--- config.mk ---
export PLATFORM = sky130hd
export DESIGN_NAME = nco_keyer
export DESIGN_NICKNAME = d
export VERILOG_FILES = /design/src/rtl/nco_keyer.sv
export SDC_FILE = /design/constraint.sdc
export NUM_CORES = 1
export LEC_CHECK = 0
export BUFFER_PORTS_ARGS = -buffer_cell sky130_fd_sc_hd__buf_2
export CORE_MARGIN = 5
export CORE_UTILIZATION = 55
export DETAILED_ROUTE_END_ITERATION = 7
export HOLD_SLACK_MARGIN = 0.06
export PLACE_DENSITY_LB_ADDON = 0.25
export SLEW_MARGIN = 20
export SYNTH_ARGS = -nofsm -noshare
export SYNTH_HDL_FRONTEND = slang
export SYNTH_SLANG_ARGS = --single-unit
--- constraint.sdc ---
create_clock -name clk -period 6.98 [get_ports clk]
set_clock_uncertainty 0.15 [all_clocks]
set_input_delay 0.698 -clock clk [delete_from_list [all_inputs] [get_ports clk]]
set_output_delay 0.698 -clock clk [all_outputs]
set_load 0.1 [all_outputs]
--- src/rtl/nco_keyer.sv ---
module nco_keyer #(
  parameter int ACC_W = 28,
  parameter int OUT_W = 12
) (
  input  logic             clk,
  input  logic             rst,
  input  logic             wr_en,
  input  logic [2:0]       wr_addr,
  input  logic [ACC_W-1:0] wr_data,
  input  logic             fsel,
  input  logic [1:0]       psel,
  output logic [OUT_W-1:0] phase_out
);
  localparam int TOP_LSB = ACC_W - OUT_W;

  logic [1:0][ACC_W-1:0] ftw;
  logic [3:0][OUT_W-1:0] poff;
  logic [ACC_W-1:0]      acc;
  logic [OUT_W-1:0]      phase_q;

  wire [ACC_W-1:0] step     = ftw[fsel];
  wire [ACC_W-1:0] acc_nxt  = acc + step;
  wire [OUT_W-1:0] poff_sel = poff[psel];

  always_ff @(posedge clk) begin
    if (rst) begin
      acc     <= '0;
      ftw     <= '0;
      poff    <= '0;
      phase_q <= '0;
    end else begin
      acc     <= acc_nxt;
      phase_q <= acc_nxt[ACC_W-1:TOP_LSB] + poff_sel;
      if (wr_en) begin
        if (wr_addr[2])
          poff[wr_addr[1:0]] <= wr_data[OUT_W-1:0];
        else if (!wr_addr[1])
          ftw[wr_addr[0]] <= wr_data;
      end
    end
  end

  assign phase_out = phase_q;

  // reset clears the phase state
  a_r1_reset_clear: assert property (@(posedge clk)
    rst |=> (phase_out == '0 && acc == '0));

  // writes during reset are dropped
  a_r10_reset_write: assert property (@(posedge clk)
    (rst && wr_en) |=> (ftw == '0 && poff == '0));

  // unused addresses leave stored words alone
  a_r2_bad_addr: assert property (@(posedge clk) disable iff (rst)
    (wr_en && wr_addr[2:1] == 2'b01) |=> ($stable(ftw) && $stable(poff)));

  // the offset never moves the accumulator
  a_r5_offset_no_freq: assert property (@(posedge clk) disable iff (rst)
    (step == '0) |=> $stable(acc));

  // output is truncated accumulator plus the offset chosen one edge earlier
  a_r3_out_sum: assert property (@(posedge clk) disable iff (rst)
    !rst |=> (phase_out == OUT_W'(acc[ACC_W-1:TOP_LSB] + $past(poff_sel))));
endmodule

==> flow_summary.json, run 1 <==
{
  "status": "finished clean",
  "cts.sinks": 144,
  "worstPathCellList": "buf_2 -> buf_4 -> mux2_2 -> ha_1 -> and3_2 -> nand4_1 -> o211ai_2 -> a21oi_1 -> a21o_1 -> xnor2_1 -> ha_1 -> a21o_1 -> a21oi_1 -> nand2b_1 -> a31oi_1 -> o21ai_0 -> nand3_1 -> nand3_1 -> a21oi_1 -> nor3b_2",
  "core-area_sq_um": 12700,
  "path_max_fanout": 18,
  "placementRows": 41,
  "dp_cells": 1032,
  "drc": 0,
  "grt.total_usage_pct": 23.7,
  "synth-seq-cells": 144,
  "cp_top_family": "compound AO/OA/AOI/OAI gates",
  "cts_max_path_buffers": 2,
  "dpl.hpwl_microns": 12300,
  "antenna_found_initial": 0,
  "avgSynthCellArea_sq_um": 8.45,
  "stdcell_count": 1064,
  "insertion_delay_ps": 430,
  "r2r_cells": 18,
  "fillCellCount": 1108,
  "startpoint_type": "input pin",
  "initial_core_util_pct": 56.6,
  "yosys_warnings": 0,
  "rr_endpoint": "phase_out[8]",
  "max_slew.worst_pin.slew_ps": 1000,
  "async_flop_share_pct": 0,
  "worstPathArrival_ps": 5110,
  "report.final.slew_viol_count": 0,
  "rsz0062_at_grt": "no",
  "htree_levels": 4,
  "synth.cell_area_sq_um": 7200,
  "ir_worst_vdd_mv": 0.230,
  "dieArea_sq_um": 15500,
  "vias_per_cell": 5.79,
  "avgRoutedWirePerCell_microns": 17.2,
  "fp.dieW_microns": 124,
  "fin_nets": 954,
  "cts_tree": "done",
  "setup_tns_ps": 0,
  "path_class": "in2reg",
  "syn2layout_area_growth_pct": 12.2,
  "hold_viol": 0,
  "regToRegStartpoint": "ftw[28]",
  "num_vias": 6156,
  "synth_cells": 852,
  "cts_root_buffer": "clkbuf_16",
  "n_antenna_cell": 0,
  "whs_path_depth": 2,
  "synth_edf_count": 0,
  "drt_wl_total_microns": 18300,
  "place_ws_ps": 1670,
  "layout_worst_path_cycle_share_pct": 71.2,
  "ys_seq_area_share_pct": 40.0,
  "antenna_left": 0,
  "place_congestion": 0.926,
  "final_cell_mix": "nand2_1 (228), dfxtp_1 (144), a21oi_1 (134)",
  "post-cts-setup-buffers": 0,
  "die_h_microns": 124,
  "max-slew-margin-rel_pct": 33.0,
  "fin_crit_ps": 4970,
  "leakage_nw": 3.23,
  "cts_buffers": 17,
  "max_freq_ghz": 0.201,
  "drt_first_iter_violations": 494,
  "hold_end": "ftw[36]",
  "hold_ws_ps": 303,
  "grt_max_degree": 85,
  "synthFlopType": "dfxtp_1",
  "critPathBufInv": 2,
  "layout-drive-gt1-share_pct": 16.4,
  "critPathCaptureType": "flip-flop",
  "finalSetupViolCount": 0,
  "critPathMostFrequentCell": "a21oi_1",
  "dr.pass1.iters": 5,
  "postCtsHoldBufs": 0,
  "slowest_stage": "mux2_2",
  "hold_start": "ftw[36]",
  "hp-class": "reg2reg",
  "ctsResizeCount": 0,
  "rrSetupSlack_ps": 2490,
  "grt-ovfl-total": 0,
  "worstPathRequired_ps": 7120,
  "ys_types": 65,
  "power_density_nw_per_um2": 238,
  "grt_pass1_vias": 6153,
  "boundaryPins": 49,
  "clk_pin_slew_ps": 60,
  "grt_pass1_wl_microns": 30100,
  "syn_nets": 927,
  "portBuffers": 48,
  "fin_ws_ps": 2010,
  "drv_cap": 0,
  "final_common_cell": "nand2_1",
  "slowest_delay_ps": 380
}
## power breakdown
group / internal, mW / leakage (nW) / switching (mW)
Clock: 0.536 / 0.269 / 0.358
Combinational: 0.0538 / 1.80 / 0.118
Sequential: 0.844 / 1.17 / 0.00918
## cells in the mapped netlist, drive strengths merged (3+ instances only)
cell,n,area share (%)
nand4,6,0.52
nor2,40,2.1
o21a,4,0.42
buf,3,0.31
o21bai,3,0.31
nor2b,20,1.7
xor2,14,1.7
o211ai,3,0.38
a211oi,9,1.3
nor3b,3,0.38
mux2,27,4.2
clkbuf,42,2.6
ha,36,6.3
a31oi,8,0.99
mux2i,3,0.42
nand2,229,12
xnor2,17,2.1
mux4,12,3.8
a21o,13,1.4
nand2b,9,0.78
nand3,12,0.83
inv,3,0.16
o21ai,16,1.1
a21oi,135,9.4
and3,8,0.85
dfxtp,144,40
nor3,6,0.42
## flip-flops by register name (all words and copies together), names as in the netlist
name / flops
phase_out: 12
ftw: 56
acc: 28
poff: 48
## per-stage QoR
stage | cell area, sq um | util (%) | total power [mW]
3_5_place_dp | 7500 | 58.9 | 1.04
4_1_cts | 8080 | 63.5 | 1.93
6_report | 8080 | 63.5 | 1.92
2_1_floorplan | 7200 | - | 0.993
3_3_place_gp | 7490 | 58.9 | 1.03
5_1_grt | 8080 | 63.5 | 1.98
## worst reg2reg max path, stage by stage, from the launching register on
cell and delay, ps:
dfxtp_1 310, mux2_2 260, ha_1 210, fa_1 410
a21oi_1 200, o2bb2ai_1 130, o21ai_1 300, a21oi_1 150
nor4_1 350, nor2_1 100, xnor2_1 220, ha_1 310
a21oi_1 200, nand2b_1 100, a31oi_2 270, o21ai_1 160
a211oi_1 250, nor2_1 110, a211oi_1 210
## layer usage
| layer | track usage, % | up-vias | share of wire (%) |
|---|---|---|---|
| li1 | - | 2999 | - |
| met4 | 9.54 | 0 | 2.5 |
| met3 | 5.83 | 35 | 5.6 |
| met1 | 29.2 | 2936 | 43 |
| met2 | 39.6 | 186 | 48 |
| met5 | 0 | - | 0 |
## cell families (layout without fill, tap and decap cells)
| kind of cell | Yosys count | after routing | share of synthesized area (%) |
|---|---|---|---|
| simple gates | 345 | 345 | 20.9 |
| buf+inv | 48 | 88 | 3.09 |
| mux | 42 | 42 | 8.43 |
| compound gates | 204 | 204 | 16.9 |
| xor+xnor | 31 | 31 | 3.77 |
| fa+ha+maj | 38 | 38 | 6.81 |
| flops | 144 | 144 | 40.0 |
## worst max-delay path by stage
stage | startpoint | end | slack [ps] | depth (start not counted)
2_1_floorplan | fsel | phase_out[8] | 1860 | 20
3_3_place_gp | fsel | phase_out[8] | 1880 | 19
3_5_place_dp | fsel | phase_out[8] | 1670 | 19
4_1_cts | fsel | phase_out[8] | 2100 | 19
5_1_grt | fsel | phase_out[10] | 1540 | 20
6_report | fsel | phase_out[11] | 2010 | 20
## area by class of cell
cell class	count	area (sq um)	share of cell area, %
clock inverter	12	134	1.66
multi-input combinational	660	4110	50.8
clock buffer	20	447	5.53
timing repair buffer	53	280	3.47
tap	172	215	2.66
inverter	3	11.3	0.139
sequential	144	2880	35.7
No activity file was read; power rests on OpenSTA's default activity.
==> inputs of run 2 (changes only) <==
==> constraint.sdc (replaced) <==
create_clock -name clk -period 4.2 [get_ports clk]
set_clock_uncertainty 0.15 [all_clocks]
set_input_delay 0.42 -clock clk [delete_from_list [all_inputs] [get_ports clk]]
set_output_delay 0.42 -clock clk [all_outputs]
set_load 0.1 [all_outputs]
==> run 2 against run 1 <==
  * Final area grew 7.3%
  * Wire length shrank 3.6%
  * Critical path depth shrank 1
  * Worst setup slack lost 1800 ps
  * Core utilization grew 4.6 points
  * Largest cell class unchanged
  * Power grew 69%
  * Final cell count grew 5.5%
  * Clock power grew 70%
  * Sequential share of layout area shrank 2.4 points
  * Critical path type unchanged
  * Via count grew 2.6%
  * Count of clock-buffer cells in the layout shrank 1
  * Non-clock buffer count grew 59
==> flow_summary.json, run 2 (synthesized netlist as in run 1, its figures left out) <==
{
  "status": "finished clean",
  "setup_tns_ps": 0,
  "report.final.slew_viol_count": 0,
  "grt_pass1_wl_microns": 28900,
  "ir_worst_vdd_mv": 0.283,
  "whs_path_depth": 3,
  "fin_nets": 1013,
  "clk_pin_slew_ps": 60,
  "grt.total_usage_pct": 22.5,
  "regToRegStartpoint": "ftw[36]",
  "finalSetupViolCount": 0,
  "drt_wl_total_microns": 17600,
  "rsz0062_at_grt": "no",
  "fin_area_sq_um": 8660,
  "dpl.hpwl_microns": 12300,
  "critPathCaptureType": "flip-flop",
  "num_vias": 6317,
  "r2r_cells": 17,
  "max_slew.worst_pin.slew_ps": 1170,
  "hp-class": "in2reg",
  "syn2layout_area_growth_pct": 20.3,
  "layout-drive-gt1-share_pct": 23.3,
  "final_common_cell": "nand2_1",
  "worstPathRequired_ps": 4390,
  "place_area_sq_um": 8020,
  "top_register": "ftw",
  "postCtsHoldBufs": 0,
  "dp_cells": 1090,
  "placementRows": 41,
  "worstPathArrival_ps": 4170,
  "p_total_mw": 3.25,
  "n_antenna_cell": 0,
  "htree_levels": 4,
  "hold_viol": 0,
  "path_max_fanout": 14,
  "leakage_nw": 3.58,
  "avgRoutedWirePerCell_microns": 15.7,
  "hold_end": "ftw[47]",
  "startpoint_type": "input pin",
  "antenna_left": 0,
  "rr_endpoint": "phase_out[8]",
  "hold_start": "wr_data[19]",
  "cts_buffers": 17,
  "grt_pass1_vias": 6149,
  "drc": 0,
  "place_congestion": 0.919,
  "antenna_found_initial": 0,
  "final_cell_mix": "nand2_1 (229), dfxtp_1 (144), a21oi_1 (130)",
  "largest_register_ffs": 56,
  "drt_first_iter_violations": 478,
  "cts_max_path_buffers": 2,
  "layout_worst_path_cycle_share_pct": 94.7,
  "grt_max_degree": 90,
  "vias_per_cell": 5.63,
  "grt-ovfl-total": 0,
  "dieArea_sq_um": 15500,
  "cts_tree": "done",
  "die_h_microns": 124,
  "initial_core_util_pct": 56.6,
  "drv_cap": 0,
  "core-area_sq_um": 12700,
  "max_freq_ghz": 0.251,
  "stdcell_count": 1123,
  "fp.dieW_microns": 124,
  "reg_top3": "ftw (56), poff (48), acc (28)",
  "path_class": "in2reg",
  "portBuffers": 48,
  "power_density_nw_per_um2": 375,
  "boundaryPins": 49,
  "cts_root_buffer": "clkbuf_16",
  "rrSetupSlack_ps": 250,
  "insertion_delay_ps": 430,
  "cts.sinks": 144,
  "dr.pass1.iters": 5,
  "max-slew-margin-rel_pct": 22.0,
  "fin_crit_ps": 3980
}
-- run 2: cell count changes in the layout (fill, tap and decap cells not counted), moves of 3 or more --
| cell | delta |
|---|---|
| inv_6 | +3 |
| a21oi_1 | -4 |
| buf_4 | +58 |
| a21oi_2 | +3 |
| clkinvlp_4 | -3 |
-- run 2: layout make-up --
type,count,area (sq um)
clock buffers,19,453
clock inverters,13,150
fillers,1022,4060
inverters,3,11.3
multi-input cells,660,4210
flip-flops and latches,144,2880
well taps,172,215
repair buffers,112,736
-- run 2: metrics by stage --
stage	setup slack, ps	util [%]	hold slack (ps)
2_1_floorplan	20.5	-	281
3_3_place_gp	-160	63.0	288
3_5_place_dp	-291	63.0	293
4_1_cts	124	67.8	85.1
5_1_grt	11.0	68.1	99.0
6_report	221	68.1	95.5
-- run 2: worst max-delay path, cell delays in order --
cell and delay, ps:
buf_2 100, buf_12 150, mux2_2 340, ha_1 390, and3_2 260, nand4_1 160, o211ai_2 240, a21oi_1 120
a21o_1 190, xnor2_2 150, buf_4 150, fa_2 390, a21oi_2 150, nand2b_1 80, a31oi_2 230, o21ai_2 80
a211oi_1 220, nor2_1 120, a211oi_1 200
-- run 2: power breakdown --
part / switching (mW) / total, mW / internal [mW]
registers: 0.0150 / 1.42 / 1.40
clock network: 0.608 / 1.52 / 0.916
logic: 0.200 / 0.311 / 0.110
-- run 2: what timing repair did --
action | 4_1_cts | 5_1_grt
setup endpoints to repair | 0 | 4
gates resized for setup | 0 | 7
setup buffers | 0 | 1
-- run 2: worst max-delay path by stage --
| stage | from | to | slack, ps |
|---|---|---|---|
| after floorplan | fsel | phase_out[10] | 20 |
| after CTS | ftw[0] | phase_out[7] | 120 |
| after detailed placement | fsel | phase_out[7] | -290 |
| after global placement | fsel | phase_out[11] | -160 |
| final | fsel | phase_out[8] | 220 |
| after global routing | fsel | phase_out[9] | 10 |
-- run 2: per-layer routing --
metal | vias to the layer above | global-route usage (%) | part of all wire, %
li1 | 3115 | - | -
met1 | 2965 | 28.4 | 44
met2 | 199 | 37.4 | 48
met3 | 38 | 4.46 | 5.1
met4 | 0 | 9.93 | 2.8
met5 | - | 0 | 0
==> inputs of run 3 (changes only) <==
--- a/config.mk
+++ b/config.mk
@@ -9,8 +9,9 @@
 export CORE_MARGIN = 5
 export CORE_UTILIZATION = 55
 export DETAILED_ROUTE_END_ITERATION = 7
-export HOLD_SLACK_MARGIN = 0.06
+export HOLD_SLACK_MARGIN = 0.1
 export PLACE_DENSITY_LB_ADDON = 0.25
+export RECOVER_POWER = 25
 export SLEW_MARGIN = 20
 export SYNTH_ARGS = -nofsm -noshare
 export SYNTH_HDL_FRONTEND = slang
==> run 3 against run 2 <==
  * Power grew 0.23%
  * Via count up 0.95%
  * Critical path depth increased by 1
  * Largest power group unchanged
  * Non-clock buffer count increased by 14
  * Largest cell class unchanged
  * Worst setup slack got worse by 14 ps
==> flow_summary.json, run 3 (synthesized netlist as in run 1, its figures left out) <==
{
  "hp-class": "in2reg",
  "antenna_left": 0,
  "rsz0062_at_grt": "no",
  "worstPathCellList": "buf_2 -> buf_12 -> mux2_2 -> ha_1 -> and3_2 -> nand4_1 -> o211ai_2 -> a21oi_1 -> a21o_1 -> xnor2_2 -> buf_4 -> fa_2 -> a21oi_2 -> nand2b_1 -> a31oi_2 -> o21ai_2 -> a211oi_1 -> nor2_1 -> nand2_1 -> o211ai_1",
  "cts_buffers": 17,
  "top_register": "ftw",
  "leakage_nw": 3.62,
  "avgRoutedWirePerCell_microns": 15.6,
  "final_common_cell": "nand2_1",
  "cts_tree": "done",
  "fin_area_sq_um": 8790,
  "drt_first_iter_violations": 435,
  "place_congestion": 0.919,
  "htree_levels": 4,
  "insertion_delay_ps": 430,
  "fin_nets": 1027,
  "antenna_found_initial": 0,
  "core-area_sq_um": 12700,
  "hold_viol": 0,
  "placementRows": 41,
  "dr.pass1.iters": 5,
  "reg_top3": "ftw (56), poff (48), acc (28)",
  "die_h_microns": 124,
  "fp.dieW_microns": 124,
  "fillCellCount": 1009,
  "cts_max_path_buffers": 2,
  "vias_per_cell": 5.61,
  "cts_root_buffer": "clkbuf_16",
  "num_vias": 6377,
  "slowest_stage": "ha_1",
  "final_util_pct": 69.1,
  "grt_pass1_vias": 6185,
  "grt_pass1_wl_microns": 29200,
  "max_slew.worst_pin.slew_ps": 1250,
  "finalSetupViolCount": 0,
  "ir_worst_vdd_mv": 0.283,
  "portBuffers": 48,
  "layout_worst_path_cycle_share_pct": 95.1,
  "drt_wl_total_microns": 17800,
  "dpl.hpwl_microns": 12300,
  "grt_max_degree": 90,
  "worstPathArrival_ps": 4140,
  "n_antenna_cell": 0,
  "layout-drive-gt1-share_pct": 22.4,
  "max-slew-margin-rel_pct": 16.6,
  "grt.total_usage_pct": 22.7,
  "status": "finished clean",
  "drc": 0,
  "startpoint_type": "input pin",
  "grt-ovfl-total": 0,
  "final_cell_mix": "nand2_1 (229), dfxtp_1 (144), a21oi_1 (130)",
  "largest_register_ffs": 56,
  "report.final.slew_viol_count": 0,
  "power_density_nw_per_um2": 371,
  "path_max_fanout": 14,
  "drv_cap": 0,
  "place_area_sq_um": 8020,
  "max_freq_ghz": 0.250,
  "setup_tns_ps": 0,
  "clk_pin_slew_ps": 60,
  "worstPathRequired_ps": 4350,
  "cts.sinks": 144,
  "p_total_mw": 3.26,
  "syn2layout_area_growth_pct": 22.1,
  "slowest_delay_ps": 390,
  "fin_crit_ps": 3990,
  "path_class": "in2reg",
  "initial_core_util_pct": 56.6,
  "critPathCaptureType": "flip-flop",
  "dieArea_sq_um": 15500,
  "boundaryPins": 49
}
==> run 3: metrics by stage <==
| step | setup slack [ps] | hold WS (ps) | instances |
|---|---|---|---|
| global placement | -160 | 288 | 1090 |
| detailed placement | -291 | 293 | 1090 |
| CTS | 124 | 100 | 1136 |
| finish | 207 | 107 | 1137 |
| global route | 6.62 | 122 | 1137 |
| floorplan | 20.5 | 281 | 852 |
==> run 3: cell type report <==
cell class                      count  area [sq um]  share of cell area [%]
Clock inverter                     13           150                    1.71
Sequential cell                   144          2880                    32.8
Timing Repair Buffer              126           870                    9.89
Clock buffer                       19           453                    5.15
Tap cell                          172           215                    2.45
Multi-Input combinational cell    660          4210                    47.9
Inverter                            3          11.3                   0.128
==> run 3: routing by layer <==
metal | wire length, microns | share of wire (%) | global-route usage (%) | vias to the layer above
met5 | 0 | 0 | 0 | -
met4 | 517 | 2.9 | 9.93 | 0
met3 | 1010 | 5.7 | 4.50 | 42
met2 | 8560 | 48 | 37.8 | 208
met1 | 7710 | 43 | 28.7 | 2982
li1 | - | - | - | 3145
==> run 3: worst max-delay path: cells and delay by family <==
| family | cells | cell delay [ps] |
|---|---|---|
| AOI/OAI and AO/OA | 8 | 1340 |
| xor gates and xnor gates | 1 | 150 |
| adders and majority gates | 2 | 780 |
| buffers and inverters | 3 | 410 |
| muxes | 1 | 340 |
| and+or+nand+nor | 5 | 700 |
==> run 3: report_power, final <==
group / switching [mW] / total (mW) / internal, mW
Combinational: 0.202 / 0.320 / 0.118
Sequential: 0.0151 / 1.42 / 1.40
Clock: 0.605 / 1.52 / 0.916
==> run 3: repair_timing <==
| item | 4_1_cts | 5_1_grt |
|---|---|---|
| gates resized for setup | 0 | 7 |
| hold buffers | 14 | 0 |
| endpoints found under the setup margin | 0 | 4 |
| endpoints found under the hold margin | 24 | 0 |
| buffers inserted | 0 | 1 |
==> run 3: path summary, 6_finish.rpt <==
path / startpoint / end / slack, ps / cells after the start
min reg2reg: ftw[7] / ftw[7] / 300 / 2
max: fsel / phase_out[10] / 210 / 20
min: wr_data[17] / ftw[45] / 110 / 3
max reg2reg: ftw[36] / phase_out[10] / 240 / 18
